===== config.mk =====
export PLATFORM = sky130hd
export DESIGN_NAME = sram_stream_ctrl
export DESIGN_NICKNAME = d
export VERILOG_FILES = /design/src/rtl/sram_stream_pkg.sv /design/src/rtl/spi_mode0_shifter.sv /design/src/rtl/sram_burst_seq.sv /design/src/rtl/sram_stream_ctrl.sv
export SDC_FILE = /design/constraint.sdc
export NUM_CORES = 1
export LEC_CHECK = 0
export BUFFER_PORTS_ARGS = -buffer_cell sky130_fd_sc_hd__buf_2
export CORE_ASPECT_RATIO = 1.1
export CORE_MARGIN = 5
export CORE_UTILIZATION = 57
export DETAILED_ROUTE_END_ITERATION = 6
export PLACE_DENSITY = 0.78
export SLEW_MARGIN = 20
export SYNTH_ARGS = -nofsm -noshare
export SYNTH_HDL_FRONTEND = slang
export SYNTH_SLANG_ARGS = --single-unit

===== constraint.sdc =====
create_clock -name clk -period 1.7 [get_ports clk]
set_input_delay 0.34 -clock clk [delete_from_list [all_inputs] [get_ports clk]]
set_output_delay 0.34 -clock clk [all_outputs]
set_load 0.005 [all_outputs]

===== src/rtl/sram_stream_pkg.sv =====
`timescale 1ns/1ps
package sram_stream_pkg;
  localparam logic [7:0] OP_WRITE = 8'h02;
  localparam logic [7:0] OP_READ  = 8'h03;

  typedef enum logic [2:0] {
    ST_IDLE,
    ST_OPC,
    ST_ADR,
    ST_HIB,
    ST_LOB
  } burst_st_t;
endpackage


===== src/rtl/spi_mode0_shifter.sv =====
`timescale 1ns/1ps
module spi_mode0_shifter #(
  parameter int CLK_DIV = 2
) (
  input  logic       clk,
  input  logic       rst_n,
  input  logic       go,
  input  logic [7:0] tx_byte,
  input  logic       miso,
  output logic       sck,
  output logic       mosi,
  output logic       done,
  output logic [7:0] rx_byte,
  output logic       active
);
  localparam int CW = $clog2(CLK_DIV + 1);
  localparam logic [CW-1:0] CNT_LAST = CW'(CLK_DIV - 1);

  logic          act_q, act_d;
  logic [CW-1:0] cnt_q, cnt_d;
  logic [2:0]    bit_q, bit_d;
  logic          sck_q, sck_d;
  logic [7:0]    tx_q, tx_d;
  logic [7:0]    rx_q, rx_d;
  logic          done_q, done_d;
  logic          tick;

  assign tick = act_q && (cnt_q == CNT_LAST);

  always_comb begin
    act_d  = act_q;
    cnt_d  = cnt_q;
    bit_d  = bit_q;
    sck_d  = sck_q;
    tx_d   = tx_q;
    rx_d   = rx_q;
    done_d = 1'b0;
    if (go && !act_q) begin
      act_d = 1'b1;
      cnt_d = '0;
      bit_d = '0;
      sck_d = 1'b0;
      tx_d  = tx_byte;
    end else if (act_q) begin
      if (tick) begin
        cnt_d = '0;
        if (!sck_q) begin
          sck_d = 1'b1;
          rx_d  = {rx_q[6:0], miso};
        end else begin
          sck_d = 1'b0;
          if (bit_q == 3'd7) begin
            act_d  = 1'b0;
            done_d = 1'b1;
          end else begin
            bit_d = bit_q + 3'd1;
            tx_d  = {tx_q[6:0], 1'b0};
          end
        end
      end else begin
        cnt_d = cnt_q + CW'(1);
      end
    end
  end

  always_ff @(posedge clk or negedge rst_n) begin
    if (!rst_n) begin
      act_q  <= 1'b0;
      cnt_q  <= '0;
      bit_q  <= '0;
      sck_q  <= 1'b0;
      tx_q   <= '0;
      rx_q   <= '0;
      done_q <= 1'b0;
    end else begin
      act_q  <= act_d;
      cnt_q  <= cnt_d;
      bit_q  <= bit_d;
      sck_q  <= sck_d;
      tx_q   <= tx_d;
      rx_q   <= rx_d;
      done_q <= done_d;
    end
  end

  assign sck     = sck_q;
  assign mosi    = tx_q[7];
  assign done    = done_q;
  assign rx_byte = rx_q;
  assign active  = act_q;

  // data line holds while the serial clock is high
  assert_mosi_hold_R4: assert property (@(posedge clk) disable iff (!rst_n)
    (sck_q && $past(sck_q)) |-> $stable(tx_q[7]));

  // the serial clock changes only when a half period has elapsed
  assert_sck_half_R4: assert property (@(posedge clk) disable iff (!rst_n)
    !$stable(sck_q) |-> ($past(cnt_q) == CNT_LAST));
endmodule


===== src/rtl/sram_burst_seq.sv =====
`timescale 1ns/1ps
module sram_burst_seq
  import sram_stream_pkg::*;
#(
  parameter int ADDR_BYTES = 3
) (
  input  logic        clk,
  input  logic        rst_n,
  input  logic        start_wr,
  input  logic        start_rd,
  input  logic        stop,
  input  logic [15:0] wr_rec,
  input  logic        sh_done,
  input  logic [7:0]  sh_rx,
  input  logic        sh_active,
  output logic        sh_go,
  output logic [7:0]  sh_tx,
  output logic        cs_act,
  output logic        rec_slot,
  output logic [15:0] rd_rec,
  output logic        rd_valid
);
  localparam int ACW = $clog2(ADDR_BYTES);
  localparam logic [ACW-1:0] ADR_LAST = ACW'(ADDR_BYTES - 1);

  burst_st_t      st_q, st_d;
  logic           rd_q, rd_d;
  logic [ACW-1:0] acnt_q, acnt_d;
  logic [15:0]    rec_q, rec_d;
  logic [7:0]     hi_q, hi_d;
  logic           go_q, go_d;
  logic [7:0]     tx_q, tx_d;
  logic           cs_q, cs_d;
  logic           slot_q, slot_d;
  logic           rdv_q, rdv_d;
  logic [15:0]    rdr_q, rdr_d;

  always_comb begin
    st_d   = st_q;
    rd_d   = rd_q;
    acnt_d = acnt_q;
    rec_d  = rec_q;
    hi_d   = hi_q;
    tx_d   = tx_q;
    cs_d   = cs_q;
    rdr_d  = rdr_q;
    go_d   = 1'b0;
    slot_d = 1'b0;
    rdv_d  = 1'b0;
    unique case (st_q)
      ST_IDLE: if (start_wr || start_rd) begin
        cs_d = 1'b1;
        rd_d = !start_wr;
        go_d = 1'b1;
        tx_d = start_wr ? OP_WRITE : OP_READ;
        st_d = ST_OPC;
      end
      ST_OPC: if (sh_done) begin
        st_d   = ST_ADR;
        acnt_d = '0;
        go_d   = 1'b1;
        tx_d   = 8'h00;
      end
      ST_ADR: if (sh_done) begin
        go_d = 1'b1;
        if (acnt_q == ADR_LAST) begin
          st_d   = ST_HIB;
          slot_d = 1'b1;
          rec_d  = wr_rec;
          tx_d   = rd_q ? 8'h00 : wr_rec[15:8];
        end else begin
          acnt_d = acnt_q + ACW'(1);
          tx_d   = 8'h00;
        end
      end
      ST_HIB: if (sh_done) begin
        hi_d = sh_rx;
        st_d = ST_LOB;
        go_d = 1'b1;
        tx_d = rd_q ? 8'h00 : rec_q[7:0];
      end
      ST_LOB: if (sh_done) begin
        if (rd_q) begin
          rdr_d = {hi_q, sh_rx};
          rdv_d = 1'b1;
        end
        if (stop) begin
          st_d = ST_IDLE;
          cs_d = 1'b0;
        end else begin
          st_d   = ST_HIB;
          go_d   = 1'b1;
          slot_d = 1'b1;
          rec_d  = wr_rec;
          tx_d   = rd_q ? 8'h00 : wr_rec[15:8];
        end
      end
      default: st_d = ST_IDLE;
    endcase
  end

  always_ff @(posedge clk or negedge rst_n) begin
    if (!rst_n) begin
      st_q   <= ST_IDLE;
      rd_q   <= 1'b0;
      acnt_q <= '0;
      rec_q  <= '0;
      hi_q   <= '0;
      go_q   <= 1'b0;
      tx_q   <= '0;
      cs_q   <= 1'b0;
      slot_q <= 1'b0;
      rdv_q  <= 1'b0;
      rdr_q  <= '0;
    end else begin
      st_q   <= st_d;
      rd_q   <= rd_d;
      acnt_q <= acnt_d;
      rec_q  <= rec_d;
      hi_q   <= hi_d;
      go_q   <= go_d;
      tx_q   <= tx_d;
      cs_q   <= cs_d;
      slot_q <= slot_d;
      rdv_q  <= rdv_d;
      rdr_q  <= rdr_d;
    end
  end

  assign sh_go    = go_q;
  assign sh_tx    = tx_q;
  assign cs_act   = cs_q;
  assign rec_slot = slot_q;
  assign rd_rec   = rdr_q;
  assign rd_valid = rdv_q;

  // a byte launch is only issued to an idle shifter
  assert_launch_idle_R2: assert property (@(posedge clk) disable iff (!rst_n)
    go_q |-> !sh_active);

  // the burst closes only at a completed low byte with stop high
  assert_close_on_stop_R7: assert property (@(posedge clk) disable iff (!rst_n)
    $fell(cs_q) |-> $past(st_q == ST_LOB && sh_done && stop));

  // read records appear only in read bursts
  assert_rdv_read_R6: assert property (@(posedge clk) disable iff (!rst_n)
    rdv_q |-> rd_q);

  // the direction of an open burst does not change
  assert_dir_hold_R9: assert property (@(posedge clk) disable iff (!rst_n)
    (cs_q && $past(cs_q)) |-> $stable(rd_q));
endmodule


===== src/rtl/sram_stream_ctrl.sv =====
`timescale 1ns/1ps
module sram_stream_ctrl #(
  parameter int CLK_DIV    = 2,
  parameter int ADDR_BYTES = 3
) (
  input  logic        clk,
  input  logic        rst_n,
  input  logic        start_wr,
  input  logic        start_rd,
  input  logic        stop,
  input  logic [15:0] wr_rec,
  output logic        rec_slot,
  output logic [15:0] rd_rec,
  output logic        rd_valid,
  output logic        busy,
  output logic        cs_n,
  output logic        sck,
  output logic        mosi,
  input  logic        miso
);
  logic       sh_go;
  logic [7:0] sh_tx;
  logic       sh_done;
  logic [7:0] sh_rx;
  logic       sh_active;
  logic       cs_act;

  sram_burst_seq #(.ADDR_BYTES(ADDR_BYTES)) u_seq (
    .clk      (clk),
    .rst_n    (rst_n),
    .start_wr (start_wr),
    .start_rd (start_rd),
    .stop     (stop),
    .wr_rec   (wr_rec),
    .sh_done  (sh_done),
    .sh_rx    (sh_rx),
    .sh_active(sh_active),
    .sh_go    (sh_go),
    .sh_tx    (sh_tx),
    .cs_act   (cs_act),
    .rec_slot (rec_slot),
    .rd_rec   (rd_rec),
    .rd_valid (rd_valid)
  );

  spi_mode0_shifter #(.CLK_DIV(CLK_DIV)) u_shift (
    .clk    (clk),
    .rst_n  (rst_n),
    .go     (sh_go),
    .tx_byte(sh_tx),
    .miso   (miso),
    .sck    (sck),
    .mosi   (mosi),
    .done   (sh_done),
    .rx_byte(sh_rx),
    .active (sh_active)
  );

  assign cs_n = !cs_act;
  assign busy = cs_act;

  // serial clock stays low whenever the memory is deselected
  assert_sck_idle_R4: assert property (@(posedge clk) disable iff (!rst_n)
    !cs_act |-> !sck);
endmodule


; ---- Word level (Yosys, flattened, before mapping)
; Index checks and enable logic that the tools add are counted.
[totals]
regBits = 74
inputBits = 22
output_inout_bits = 22
wordCells = 136
[classes]
addsub = 3
n_eq_ne = 17
mux = 70
n_bitwise = 2
reduce_logical = 26
[ops]
columns = op, n
row1 = $mux W8, 18
row2 = $pmux W8 S5, 1
row3 = $mux W3, 11
row4 = $mux W1, 27
row5 = $pmux W8 S2, 1
row6 = $reduce_and A4 Y1, 4
row7 = $pmux W3 S5, 1
row8 = $mux W2, 7
row9 = $ne A2 B1 Y1 const B, 7
row10 = $reduce_bool A2 Y1, 6
row11 = $reduce_and A7 Y1, 1
row12 = $eq A3 B2 Y1 const B, 2
row13 = $eq A3 B3 Y1 const B, 2
row14 = $ne A2 B2 Y1 const B, 3
row15 = $reduce_and A2 Y1, 3
row16 = $reduce_and A6 Y1, 1
row17 = $reduce_and A5 Y1, 1
row18 = $reduce_bool A5 Y1, 1
row19 = $add A2 B1 Y2 const B, 2
row20 = $pmux W1 S2, 2
row21 = $pmux W2 S2, 1
row22 = $add A3 B1 Y3 const B, 1
row23 = $eq A3 B1 Y1 const B, 1
row24 = $logic_not A1 Y1, 3
row25 = other kinds (9), 11

; ---- Longest topological paths before layout
[logic_depth]
depth_word = 6
depth_mapped = 7
depth_no_buf = 6

; ---- By module
; From an unflattened synthesis, not the netlist that was laid out.
[unflattened]
hier_cells = 258
area_unflattened_um2 = 3360.7
[modules_own_cells]
columns = module, instances, cells_each, area_per_inst_um2, seq_area_each_um2
row1 = sram_burst_seq, 1, 178, 2329.7, 1251.2
row2 = spi_mode0_shifter, 1, 79, 1027.2, 600.6
row3 = sram_stream_ctrl, 1, 1, 3.8, 0.0

; ---- Least setup slack after synthesis
; No wires, ideal clock.
[synth_path]
path_type = register to register
start = register u_seq.acnt_q[0]
end = register u_seq.rec_q[0]
setup_ps = 125
arrival_ps = 1407
required_ps = 1575
path_slack_ps = 168
path_stages_with_launch = 8
path_buffers = 2
period_less_slack_ps = 1532
path_cell_list = dfrtp_1 -> inv_1 -> ha_1 -> buf_2 -> a21oi_2 -> nor3b_2 -> buf_6 -> mux2_4
[synth_between]
elab_chain_cells = 3
[synth_rtl]
columns = item, line
row1 = "start, declared", sram_burst_seq.sv:28  ; logic [ACW-1:0] acnt_q, acnt_d;
row2 = "start signal, assigned", sram_burst_seq.sv:118  ; acnt_q <= acnt_d;
row3 = $eq A2 B2 Y1, sram_burst_seq.sv:66  ; if (acnt_q == ADR_LAST) begin
row4 = $ne A2 B1 Y1 (no source line), n/a
row5 = $reduce_and A5 Y1 (no source line), n/a
row6 = "end signal, assigned", sram_burst_seq.sv:119  ; rec_q <= rec_d;
row7 = "end, declared", sram_burst_seq.sv:29  ; logic [15:0] rec_q, rec_d;
; Every way passes these cells.
; A chain may end at the register's enable or synchronous reset.

; ---- Final worst setup path
[layout_path]
start = register u_seq.st_q[0]
end = register u_seq.tx_q[0] (netlist: u_seq.sh_tx[0])
[layout_between]
elab_chain_cells = 3
elab_cells_between_ends = 14
cone_classes = eq/ne: 10 / mux: 1 / reduce/logical: 3
[layout_rtl]
columns = item, line
row1 = "start, declared", sram_burst_seq.sv:26  ; burst_st_t st_q, st_d;
row2 = "start signal, assigned", sram_burst_seq.sv:116  ; st_q <= st_d;
row3 = "$eq A3 B1 Y1, or another cell as far along", sram_burst_seq.sv:50  ; unique case (st_q)
row4 = "$reduce_bool A5 Y1 (no source line), or another cell as far along", n/a
row5 = $reduce_and A7 Y1 (no source line), n/a
row6 = "end signal, assigned", sram_burst_seq.sv:122  ; tx_q <= tx_d;
row7 = "end, declared", sram_burst_seq.sv:32  ; logic [7:0] tx_q, tx_d;
; Several ways; a longest one is shown, not always the timed one.

==> reports/results.txt <==
CTS buffer count: 9
CP max stage delay: 0.53 ns
number of global-route vias before repair: 2277
most frequent cells in the layout: 73 x dfrtp_1, 43 x buf_2, 33 x nand2_1, 25 x mux2_4, 18 x mux2_2
P per Cell Area: 815 nW/µm²
Post-Syn Area per Cell: 12.9 µm²
CP Launch Type: register
Clock Path Buffers: 2
first-pass GRT wire length: 10700 µm
Worst Path Arrival: 1.86 ns
final setup violation count: 0
grt total ovfl: 0
WL final: 6270 µm
Synth cell types: 42
CP endpoint kind: register
worst path buffer plus inverter count: 1
commonest non-fill, non-tap cell in the layout: dfrtp_1
CTS hold repair buffers: 0
post-layout min period: 1.63 ns
RSZ-0062 raised after global routing: true
Clock Sinks: 74
final hold violations: 0
Top delay family on crit path: flip-flops
kind of critical path: reg2reg
via count: 2227
Leak: 2.06 nW
relative slew slack: 66.7%
gr usage total: 17.3%
Cells after Synth: 264
Worst EP required: 1.93 ns
cells along the critical path: nor3b_4 > buf_12 > o21ai_2 > a31o_2 > a32o_1
leading area contributor after synthesis: dfrtp_1
RePlAce Congestion: 0.788
fin nets: 345
Hold Crit Class: in2async
flop and latch count out of synthesis: 74
Ys Warns: 0
Synth top area share: 54.3%
Crit Path Max Fanout: 10
Cell Rows: 29
Clk Latency, worst-skew pair: 0.34 ns
core region area: 5810 µm²
Slowest-stage cell, CP: dfrtp_1
Max-Cap Viols: 0
DRC: 0
share of layout cells above drive strength 1: 41.5%
clk_skew: 0.0112 ns
I/O pin count: 44
diode count: 0
peak supply drop: 0.000777 V
vias per cell: 5.54
status: finished, final reports clean
CTS HTree Levels: 3
initial core utilization: 58.7%
main area contributors after synthesis: dfrtp_1 54%, mux2_4 11%, mux2_2 5.9%
utilization of the core after routing: 69.0%
largest net degree at the start of global routing: 75
count of pins over their slew limit: 0
Most used DFF post-synth: dfrtp_1
total power: 3.27 mW
DP HPWL: 4330 µm
die height: 91.1 µm
syn nets: 289
Tightest Pin Transition: 0.498 ns
DR iter-0 viols: 96
Fin Hold WS: 0.00531 ns
fmax: 615 MHz
Synth async-reset ratio: 100%
post-synthesis instance area: 3410 µm²
Root Buffer: clkbuf_8
Die Wd: 83.8 µm
wire length per cell: 15.6 µm
Pre-Repair DR Iteration Count: 4
Clock Pin Slew Worst Setup and Hold Paths: 0.08 ns
fill count: 414
final cell count without fillers: 402
die area: 7630 µm²
post-synthesis sequential area ratio: 54.3%
period utilisation layout: 95.7%
post-route ant nets: 0
cell count after placement: 385
initial antenna violation count: 0
Post-synth EDFFs: 0
area growth from synthesis to layout: 17.5%
IO Port Bufs: 43
TritonCTS clock tree: done
cell families (layout without fill, tap and decap cells):
| logic type | count (synthesis) | after routing | share of synthesized area (%) |
|---|---|---|---|
| fa+ha+maj | 3 | 3 | 1.10 |
| buf+inv | 21 | 82 | 4.03 |
| simple gates | 66 | 66 | 11.3 |
| mux | 48 | 48 | 18.5 |
| flops | 74 | 74 | 54.3 |
| compound gates | 51 | 51 | 10.6 |
| xor+xnor | 1 | 1 | 0.257 |
state kept, by name, summed over array words and instances, names as in the netlist, 3 cells and up:
| signal | flops |
|---|---|
| u_seq.rec_q | 8 |
| u_shift.bit_q | 3 |
| u_seq.hi_q | 8 |
| u_shift.rx_byte | 8 |
| u_seq.sh_tx | 8 |
| u_seq.st_q | 3 |
| u_shift.tx_q | 8 |
| u_seq.rd_rec | 16 |
final cells by class:
cell class	instances	area, µm²	area share [%]
Timing Repair Buffer	60	393	9.80
Clock buffer	9	124	3.09
Clock inverter	7	82.6	2.06
Multi-Input combinational cell	169	1440	35.8
Sequential cell	74	1850	46.2
Inverter	6	22.5	0.562
Tap cell	77	96.3	2.40
routing by layer:
layer / wire length (µm) / global-route usage (%) / share of wire, % / vias up
li1: - / - / - / 1058
met1: 2730 / 22.1 / 44 / 1107
met2: 3130 / 27.9 / 50 / 53
met3: 304 / 4.80 / 4.8 / 9
met4: 107 / 7.10 / 1.7 / 0
met5: 0 / 0 / 0 / -
Yosys cell counts (5+ instances only):
cell / number
mux2_4: 25
dfrtp_1: 74
nand2_1: 33
buf_6: 6
buf_2: 5
o21ai_0: 16
a32o_1: 7
a22o_1: 7
nor2_1: 11
a21oi_1: 6
a22oi_1: 5
mux2_2: 18
inv_1: 6
metrics by stage:
| stage | instance area [µm²] | setup WS (ns) | setup TNS [ns] |
|---|---|---|---|
| after global routing | 4010 | -0.0148 | -0.0527 |
| after floorplan | 3410 | 0.168 | 0 |
| after global placement | 3760 | 0.109 | 0 |
| after CTS | 3970 | 0.0527 | 0 |
| after detailed placement | 3760 | 0.0510 | 0 |
| final | 4010 | 0.0728 | 0 |
repair_timing:
| item | 4_1_cts | 5_1_grt |
|---|---|---|
| setup endpoints to repair | 0 | 10 |
| setup buffers | 0 | 1 |
| resized for setup | 0 | 4 |
worst paths after layout:
check	to	cells past startpoint	slack [ns]	start
min in group clk	u_seq.rd_q$_DFFE_PN0P_	2	0.21	start_wr
hold / removal	u_seq.rec_q[3]$_DFFE_PN0P_	2	0.005	rst_n
setup / recovery	u_seq.sh_tx[0]$_DFFE_PN0P_	5	0.07	u_seq.st_q[0]$_DFFE_PN0P_
hold reg to reg	u_shift.tx_q[6]$_DFFE_PN0P_	2	0.48	u_shift.tx_q[6]$_DFFE_PN0P_
max in group asynchronous	u_seq.st_q[1]$_DFFE_PN0P_	2	1.39	rst_n
setup reg to reg	u_seq.sh_tx[0]$_DFFE_PN0P_	5	0.07	u_seq.st_q[0]$_DFFE_PN0P_
power breakdown:
group	internal, mW	switching (mW)
Clock	0.703	0.715
Combinational	0.0288	0.0545
Sequential	1.76	0.00457
No activity file was read; power rests on OpenSTA's default activity.
